### config.mk
export PLATFORM = sky130hd
export DESIGN_NAME = mlane_i2s
export DESIGN_NICKNAME = d
export VERILOG_FILES = /design/src/rtl/mlane_i2s_pkg.sv /design/src/rtl/mlane_i2s_timer.sv /design/src/rtl/mlane_i2s_tx_lane.sv /design/src/rtl/mlane_i2s_rx_lane.sv /design/src/rtl/mlane_i2s.sv
export SDC_FILE = /design/constraint.sdc
export NUM_CORES = 2
export LEC_CHECK = 0
export CORE_MARGIN = 4
export CORE_UTILIZATION = 33
export CTS_CLUSTER_DIAMETER = 150
export DETAILED_ROUTE_END_ITERATION = 12
export MAX_ROUTING_LAYER = met4
export PLACE_DENSITY = 0.58
export SYNTH_ARGS = -nofsm -noshare
export SYNTH_HDL_FRONTEND = slang
export SYNTH_SLANG_ARGS = --single-unit
### constraint.sdc
create_clock -name clk_i -period 2.2 [get_ports clk_i]
set_input_delay 0.44 -clock clk_i [delete_from_list [all_inputs] [get_ports clk_i]]
set_output_delay 0.44 -clock clk_i [all_outputs]
set_load 0.01 [all_outputs]
### src/rtl/mlane_i2s_pkg.sv
package mlane_i2s_pkg;

  typedef enum logic {
    FMT_I2S = 1'b0,
    FMT_RJ  = 1'b1
  } fmt_e;

  typedef struct packed {
    logic frame_end;    // last core clock of the frame
    logic bit_end;      // last core clock of a bit period
    logic sample;       // edge on which bck rises
    logic last_sample;  // sample edge of the final bit
  } tick_t;

endpackage

### src/rtl/mlane_i2s_timer.sv
module mlane_i2s_timer
  import mlane_i2s_pkg::*;
#(
  parameter int BCK_DIV  = 16,
  parameter int SLOT_W   = 32,
  parameter int MCLK_DIV = 4
) (
  input  logic  clk_i,
  input  logic  rst_ni,
  output tick_t tick_o,
  output logic  bck_o,
  output logic  ws_o,
  output logic  mclk_o
);

  localparam int FRAME_BITS = 2 * SLOT_W;
  localparam int PH_W       = $clog2(BCK_DIV);
  localparam int BIT_W      = $clog2(FRAME_BITS);
  localparam int MC_W       = $clog2(MCLK_DIV);
  localparam int HALF       = BCK_DIV / 2;
  localparam int MC_HALF    = MCLK_DIV / 2;

  logic [PH_W-1:0]  phase_q, phase_d;
  logic [BIT_W-1:0] bit_q, bit_d;
  logic [MC_W-1:0]  mc_q, mc_d;
  logic             bck_q, ws_q, mclk_q;
  logic             ph_wrap, bit_wrap;

  always_comb begin
    ph_wrap  = (phase_q == PH_W'(BCK_DIV - 1));
    bit_wrap = (bit_q == BIT_W'(FRAME_BITS - 1));
    phase_d  = ph_wrap ? '0 : phase_q + 1'b1;
    if (ph_wrap) bit_d = bit_wrap ? '0 : bit_q + 1'b1;
    else         bit_d = bit_q;
    mc_d     = (mc_q == MC_W'(MCLK_DIV - 1)) ? '0 : mc_q + 1'b1;
  end

  always_comb begin
    tick_o.frame_end   = ph_wrap && bit_wrap;
    tick_o.bit_end     = ph_wrap;
    tick_o.sample      = (phase_q == PH_W'(HALF - 1));
    tick_o.last_sample = (phase_q == PH_W'(HALF - 1)) && bit_wrap;
  end

  // outputs registered from next state so each is a plain flop
  always_ff @(posedge clk_i or negedge rst_ni) begin
    if (!rst_ni) begin
      phase_q <= '0;
      bit_q   <= '0;
      mc_q    <= '0;
      bck_q   <= 1'b0;
      ws_q    <= 1'b0;
      mclk_q  <= 1'b0;
    end else begin
      phase_q <= phase_d;
      bit_q   <= bit_d;
      mc_q    <= mc_d;
      bck_q   <= (phase_d >= PH_W'(HALF));
      ws_q    <= (bit_d >= BIT_W'(SLOT_W));
      mclk_q  <= (mc_d >= MC_W'(MC_HALF));
    end
  end

  assign bck_o  = bck_q;
  assign ws_o   = ws_q;
  assign mclk_o = mclk_q;

endmodule

### src/rtl/mlane_i2s_tx_lane.sv
module mlane_i2s_tx_lane
  import mlane_i2s_pkg::*;
#(
  parameter int SLOT_W   = 32,
  parameter int TX_W     = 22,
  parameter int RJ_MIN_W = 16
) (
  input  logic            clk_i,
  input  logic            rst_ni,
  input  logic            load_i,
  input  logic            shift_i,
  input  fmt_e            fmt_i,
  input  logic [1:0]      len_sel_i,
  input  logic [TX_W-1:0] left_i,
  input  logic [TX_W-1:0] right_i,
  output logic            sd_o
);

  localparam int FRAME_BITS = 2 * SLOT_W;

  function automatic logic [SLOT_W-1:0] place(input logic [TX_W-1:0] s,
                                              input fmt_e f,
                                              input logic [1:0] ls);
    logic [SLOT_W-1:0] w;
    int drop;
    drop = TX_W - RJ_MIN_W - 2 * int'(ls);
    if (f == FMT_I2S) w = {1'b0, s, {(SLOT_W - TX_W - 1){1'b0}}};
    else              w = SLOT_W'(s) >> drop;
    return w;
  endfunction

  // the shift register doubles as the per-frame shadow copy
  logic [FRAME_BITS-1:0] sh_q;

  always_ff @(posedge clk_i or negedge rst_ni) begin
    if (!rst_ni)      sh_q <= '0;
    else if (load_i)  sh_q <= {place(left_i, fmt_i, len_sel_i), place(right_i, fmt_i, len_sel_i)};
    else if (shift_i) sh_q <= {sh_q[FRAME_BITS-2:0], 1'b0};
  end

  assign sd_o = sh_q[FRAME_BITS-1];

endmodule

### src/rtl/mlane_i2s_rx_lane.sv
module mlane_i2s_rx_lane
  import mlane_i2s_pkg::*;
#(
  parameter int SLOT_W = 32,
  parameter int RX_W   = 20,
  parameter int RXO_W  = 24
) (
  input  logic             clk_i,
  input  logic             rst_ni,
  input  logic             sample_i,
  input  logic             last_i,
  input  fmt_e             fmt_i,
  input  logic             sd_i,
  output logic [RXO_W-1:0] left_o,
  output logic [RXO_W-1:0] right_o
);

  localparam int FRAME_BITS = 2 * SLOT_W;

  function automatic logic [RXO_W-1:0] extract(input logic [SLOT_W-1:0] slot,
                                               input fmt_e f);
    logic [RX_W-1:0] v;
    v = (f == FMT_I2S) ? RX_W'(slot >> (SLOT_W - 1 - RX_W)) : RX_W'(slot);
    return {{(RXO_W - RX_W){v[RX_W-1]}}, v};
  endfunction

  logic [FRAME_BITS-2:0] sh_q;
  logic [FRAME_BITS-1:0] sh_d;
  logic [RXO_W-1:0]      left_q, right_q;

  assign sh_d = {sh_q, sd_i};

  always_ff @(posedge clk_i or negedge rst_ni) begin
    if (!rst_ni) begin
      sh_q    <= '0;
      left_q  <= '0;
      right_q <= '0;
    end else if (sample_i) begin
      sh_q <= sh_d[FRAME_BITS-2:0];
      if (last_i) begin
        left_q  <= extract(sh_d[FRAME_BITS-1:SLOT_W], fmt_i);
        right_q <= extract(sh_d[SLOT_W-1:0], fmt_i);
      end
    end
  end

  assign left_o  = left_q;
  assign right_o = right_q;

endmodule

### src/rtl/mlane_i2s.sv
module mlane_i2s
  import mlane_i2s_pkg::*;
#(
  parameter int LANES    = 8,
  parameter int SLOT_W   = 32,
  parameter int TX_W     = 22,
  parameter int RJ_MIN_W = 16,
  parameter int RX_W     = 20,
  parameter int RXO_W    = 24,
  parameter int BCK_DIV  = 16,
  parameter int MCLK_DIV = 4
) (
  input  logic                   clk_i,
  input  logic                   rst_ni,
  input  logic                   fmt_i,
  input  logic [1:0]             len_sel_i,
  input  logic [LANES*TX_W-1:0]  tx_left_i,
  input  logic [LANES*TX_W-1:0]  tx_right_i,
  output logic [LANES-1:0]       sd_o,
  input  logic [LANES-1:0]       sd_i,
  output logic [LANES*RXO_W-1:0] rx_left_o,
  output logic [LANES*RXO_W-1:0] rx_right_o,
  output logic                   rx_done_o,
  output logic                   bck_o,
  output logic                   ws_o,
  output logic                   mclk_o
);

  tick_t tick;
  fmt_e  fmt_in, fmt_q;
  logic  done_q;

  assign fmt_in = fmt_e'(fmt_i);

  mlane_i2s_timer #(
    .BCK_DIV (BCK_DIV),
    .SLOT_W  (SLOT_W),
    .MCLK_DIV(MCLK_DIV)
  ) i_timer (
    .clk_i (clk_i),
    .rst_ni(rst_ni),
    .tick_o(tick),
    .bck_o (bck_o),
    .ws_o  (ws_o),
    .mclk_o(mclk_o)
  );

  // receive placement follows the format captured at frame start
  always_ff @(posedge clk_i or negedge rst_ni) begin
    if (!rst_ni) begin
      fmt_q  <= FMT_I2S;
      done_q <= 1'b0;
    end else begin
      if (tick.frame_end) fmt_q <= fmt_in;
      done_q <= tick.last_sample;
    end
  end

  assign rx_done_o = done_q;

  for (genvar g = 0; g < LANES; g++) begin : g_lane
    mlane_i2s_tx_lane #(
      .SLOT_W  (SLOT_W),
      .TX_W    (TX_W),
      .RJ_MIN_W(RJ_MIN_W)
    ) i_tx (
      .clk_i    (clk_i),
      .rst_ni   (rst_ni),
      .load_i   (tick.frame_end),
      .shift_i  (tick.bit_end),
      .fmt_i    (fmt_in),
      .len_sel_i(len_sel_i),
      .left_i   (tx_left_i[g*TX_W +: TX_W]),
      .right_i  (tx_right_i[g*TX_W +: TX_W]),
      .sd_o     (sd_o[g])
    );

    mlane_i2s_rx_lane #(
      .SLOT_W(SLOT_W),
      .RX_W  (RX_W),
      .RXO_W (RXO_W)
    ) i_rx (
      .clk_i   (clk_i),
      .rst_ni  (rst_ni),
      .sample_i(tick.sample),
      .last_i  (tick.last_sample),
      .fmt_i   (fmt_q),
      .sd_i    (sd_i[g]),
      .left_o  (rx_left_o[g*RXO_W +: RXO_W]),
      .right_o (rx_right_o[g*RXO_W +: RXO_W])
    );
  end

endmodule

======== Word-level counts from Yosys, hierarchy flattened ========
Index checks and enable logic that the tools add are counted.
storage, ports and cells
  register bits ........................... 1345
  bits of input ports ..................... 365
  output and inout port bits .............. 396
cells by class
  $add $sub $neg .......................... 4
  $lt $le $gt $ge ......................... 3
  equality and inequality tests ........... 4
  shifts and indexed selects .............. 16
  mux-type cells .......................... 52
  reduce and logical (&&, ||, !) cells .... 4
operators with widths
  kind                   count
  $mux W64               16
  $mux W32               16
  $shr A22 B32 Y32       16
  $mux W20               16
  $mux W6                2
  $add A6 B1 Y6 const B  1
  $eq A6 B6 Y1 const B   1
  $ge A6 B6 Y1 const B   1
  $add A4 B1 Y4 const B  1
  $eq A4 B3 Y1 const B   1
  $eq A4 B4 Y1 const B   1
  $ge A4 B4 Y1 const B   1
  $mux W4                1
  $sub A3 B3 Y4 const A  1
  $add A2 B1 Y2 const B  1
  $eq A2 B2 Y1 const B   1
  $ge A2 B2 Y1 const B   1
  $logic_and A1 B1 Y1    2
  $mux W2                1
  $reduce_and A2 Y1      1
  $reduce_bool A2 Y1     1

======== Longest topological paths before layout ========
  word-level depth ........................ 4
  depth in mapped cells ................... 8
  mapped depth without buffers ............ 5

======== By module ========
From an unflattened synthesis, not the netlist that was laid out.
unflattened totals
  cell total of the unflattened synthesis .. 5782
  area, all modules ....................... 69113.8 um2
modules (own cells, without submodules)
  module                                  times used  cells an instance  area an instance (um2)  sequential area each (um2)
  mlane_i2s_rx_lane                       8           318                4434.3                  2552.4
  mlane_i2s_tx_lane (g_lane[1].i_tx ...)  7           398                4137.7                  1601.5
  mlane_i2s_tx_lane (g_lane[0].i_tx)      1           397                4031.4                  1601.5
  mlane_i2s_timer                         1           52                 579.3                   325.3
  mlane_i2s                               1           3                  65.1                    50.0

======== Worst setup path after synthesis ========
OpenSTA, ideal clock, no wires.
  kind .................................... reg2reg
  from .................................... register i_timer.phase_q[0]
  to ...................................... register g_lane[0].i_rx.sh_q[0]
  setup time .............................. 125 ps
  arrival ................................. 1716 ps
  required time ........................... 2075 ps
  path slack .............................. 359 ps
  stages on the path, launching flop included .. 7
  period minus slack after synthesis ...... 1841 ps
  cells stage by stage .................... dfrtp_1 -> ha_1 -> nand3b_1 -> buf_2 -> clkbuf_1 -> buf_2 -> mux2_2
on the way
  cells in the longest elaborated chain, start to end .. 1
ends and longest elaborated chain
  what                      RTL line                 RTL
  start: declaration        mlane_i2s_timer.sv:23    logic [PH_W-1:0] phase_q, phase_d;
  start signal: assignment  mlane_i2s_timer.sv:55    phase_q <= phase_d;
  $eq A4 B3 Y1              mlane_i2s_timer.sv:41    tick_o.sample = (phase_q == PH_W'(HALF - 1));
  end signal: assignment    mlane_i2s_rx_lane.sv:39  sh_q <= sh_d[FRAME_BITS-2:0];
  end: declaration          mlane_i2s_rx_lane.sv:27  logic [FRAME_BITS-2:0] sh_q;
Every way passes these cells.
A chain may end at the register's enable or synchronous reset.

======== Final worst setup path ========
  from .................................... register, netlist name g_lane[1].i_rx.right_o[19]
  to ...................................... output rx_right_o[47]
RTL lines
  what              RTL line         RTL
  end: declaration  mlane_i2s.sv:22  output logic [LANES*RXO_W-1:0] rx_right_o,
No word-level cell between the ends.

==> results.ini <==
[timing]
finalCritPeriodShare_pct=96.2
tightest_slew_ns=0.543
fin_skew_ns=0.0617
setup_tns_ns=0
finalCriticalPeriod_ns=2.12
grt_setup_unrepaired=no
finalHoldViolations=0
fmax_ghz=0.472
report.final.slew_viol_count=0
finalSetupViolCount=0
slew_headroom_pct=63.8

[power_and_ir_drop]
swShare_pct=24.3
ir_worst_vdd_mv=0.676
p_int_mw=41.4
power_frac_comb_pct=7.0
p_leak_nw=40.9
powerDensity_nw_per_um2=668
clkPwrFrac_pct=47.2
power_switching_mw=13.3
seqPwrFrac_pct=45.8

[finish]
final_area_um2=81900
final_cells=9540
seq_area_um2=33700
multi_input_area_um2=28800
nNetsFinal=7139
fill_cells=18800
syn_to_final_growth_pct=25.5
drive_gt1_share_pct=17.5

[setup_path]
start_kind=flip-flop
regToRegStartpoint=i_timer.bit_q[0]$_DFF_PN0_
crit_fanout=3
cp-end-kind=output pin
crit_type=flip-flop to output pin
arrival_ns=1.68
endpoint=rx_right_o[47]
rr_worst_depth=6
crit_start=g_lane[1].i_rx.right_o[19]$_DFFE_PN0P_
reg2reg_to=g_lane[5].i_tx.sh_q[17]$_DFFE_PN0P_
required_ns=1.76
worst-r2r-setup-slack_ns=0.13

[die]
dieArea_um2=205000
die_w_um=453
num_rows=162
core_um2=196000
die_h_um=453
io_pins=761
initial_core_util_pct=33.3

[synth]
synth_area_leader_cell=dfrtp_1
synth_common_cells=1344 x dfrtp_1, 911 x nor2_1, 753 x mux2i_1, 496 x mux2_2, 456 x nand2_1
netlist.area_leader.share_pct=51.5
ys_ff_latch=1344
syn_area_um2=65200
yosysWarnings=0
syn_avg_cell_area_um2=10.6
synthCells=6146
synth_area_leaders=dfrtp_1 52%, mux2i_1 12%, mux2_2 8.6%
synthesis.nets=6514
synth.most_common_cell=dfrtp_1
ys.flop_type=dfrtp_1
synth-edff-count=0
async_flop_share_pct=100
seq_area_frac_synth_pct=51.5
ys_types=39

[job]
max_cap_violations=0

[clock_network]
cts_tree=done
clk_latency_ns=0.81
htreeDepth=4
numCtsBuffers=151
path_clk_slew_ns=0.06
root_buffer=clkbuf_16
cts_sinks=1344
clk_path_buf_depth=3

[route]
finalWirelength_um=209000
first_iter_violations=3491
ant_nets=0
wire_per_inst_um=21.9
drcViolationCount=0
first_pass_iters=8
viasPerCell=5.21
vias=49700

[global_route]
grt-ovfl-total=0
grt_max_degree=128
grt.total_usage_pct=20.6
grt_pass1_vias=50800
grt_first_pass_wirelength_um=319000
antenna_found_initial=37

[run_status]
status=finished, final reports clean

[placement]
dp_cells=9227
io_buffers=760
routabilityCongestion=0.931
dpl.hpwl_um=150000
post_dp_cell_area_um2=76900

[worst_hold_path]
hold_class=primary input to asynchronous set/reset pin

-- final cells by class --
| type | count | area share [%] |
|---|---|---|
| antenna | 32 | 0.0978 |
| sequential | 1344 | 41.1 |
| tap | 2624 | 4.01 |
| timing repair buffer | 1061 | 13.3 |
| clock buffer | 224 | 5.41 |
| inverter | 14 | 0.0734 |
| multi-input combinational | 4199 | 35.1 |
| clock inverter | 42 | 0.844 |
-- cell families (layout without fill, tap and decap cells) --
kind of cell / Yosys count / after routing / synth area share [%]
and+or+nand+nor: 1681 / 1681 / 10.3
DFF: 1344 / 1344 / 51.5
muxes: 1269 / 1269 / 20.8
AOI/OAI and AO/OA: 1243 / 1243 / 12.7
buffers and inverters: 603 / 1341 / 4.50
adders and majority gates: 3 / 3 / 0.0575
xor gates and xnor gates: 3 / 3 / 0.0403
other: 0 / 32 / 0
-- layout by cell type (no fill, tap or decap), types with 38 or more instances in the layout --
cell type / synthesis / final
mux2i_1: 753 / 753
a221oi_2: 100 / 101
nand2_1: 456 / 454
nor3_1: 140 / 138
a31oi_1: 144 / 144
clkdlybuf4s50_1: 0 / 368
buf_4: 84 / 183
dlygate4sd2_1: 0 / 366
buf_12: 0 / 114
nor2_1: 911 / 911
dfrtp_1: 1344 / 1306
clkbuf_16: 0 / 154
clkbuf_1: 255 / 38
a21oi_1: 333 / 333
nand3_1: 154 / 153
o2bb2ai_1: 164 / 164
mux2_2: 496 / 496
o21ai_0: 369 / 369
-- per-layer routing --
layer	track usage [%]	routed length, µm	vias to the layer above
li1	-	-	23000
met1	24.6	85300	24900
met2	33.6	103000	1345
met3	3.26	9500	423
met4	10.5	11000	0
met5	-	0	-
-- registers in the layout (all words and copies together), names as in the netlist, 2 cells and up --
name                 count
g_lane.i_rx.right_o    160
g_lane.i_rx.sh_q       496
g_lane.i_rx.left_o     160
i_timer.mc_q             2
i_timer.phase_q          4
i_timer.bit_q            6
g_lane.i_tx.sh_q       512
-- per-stage QoR --
| step | utilization, % | power, mW | worst slack (ns) | hold WS, ns |
|---|---|---|---|---|
| after CTS | 41.7 | 55.4 | -0.0395 | 0.144 |
| after global routing | 41.8 | 56.8 | 0.00156 | 0.176 |
| final | 41.8 | 54.7 | 0.0831 | 0.225 |
| after floorplan | - | 27.0 | 0.359 | 0.144 |
| after detailed placement | 39.3 | 29.3 | 0.0429 | 0.383 |
| after global placement | 39.3 | 29.3 | 0.0587 | 0.383 |
-- timing repair --
action	CTS	global route
endpoints found under the hold margin	747	0
hold buffers	1	0
pin swaps	0	1
resized for setup	440	11
gates cloned	0	1
buffers inserted	13	0
endpoints found under the setup margin	383	63
-- critical path: stages, from the launching register on --
cell           delay (ns)
dfrtp_2              0.45
buf_4                0.15
dlygate4sd2_1        0.28
-- power by group through the flow --
stage / sequential (mW) / clock (mW) / combinational [mW]
final: 25.1 / 25.8 / 3.81
after global routing: 25.1 / 27.6 / 4.11
after CTS: 25.0 / 26.5 / 3.83
after detailed placement: 25.5 / 0 / 3.81
after global placement: 25.5 / 0 / 3.80
after floorplan: 25.5 / 0 / 1.51
-- worst min-delay path by stage --
| stage | startpoint | end | slack [ns] | cells after the start |
|---|---|---|---|---|
| 2_1_floorplan | rst_ni | fmt_q$_DFFE_PN0P_ | 0.14 | 0 |
| 3_3_place_gp | rst_ni | g_lane[5].i_rx.right_o[10]$_DFFE_PN0P_ | 0.38 | 1 |
| 3_5_place_dp | rst_ni | g_lane[5].i_rx.right_o[10]$_DFFE_PN0P_ | 0.38 | 1 |
| 4_1_cts | rst_ni | g_lane[5].i_rx.sh_q[3]$_DFFE_PN0N_ | 0.14 | 2 |
| 5_1_grt | rst_ni | g_lane[6].i_rx.left_o[19]$_DFFE_PN0P_ | 0.18 | 2 |
| 6_report | rst_ni | g_lane[5].i_rx.sh_q[3]$_DFFE_PN0N_ | 0.23 | 2 |
Note: power is estimated with default switching activity, not from simulation.
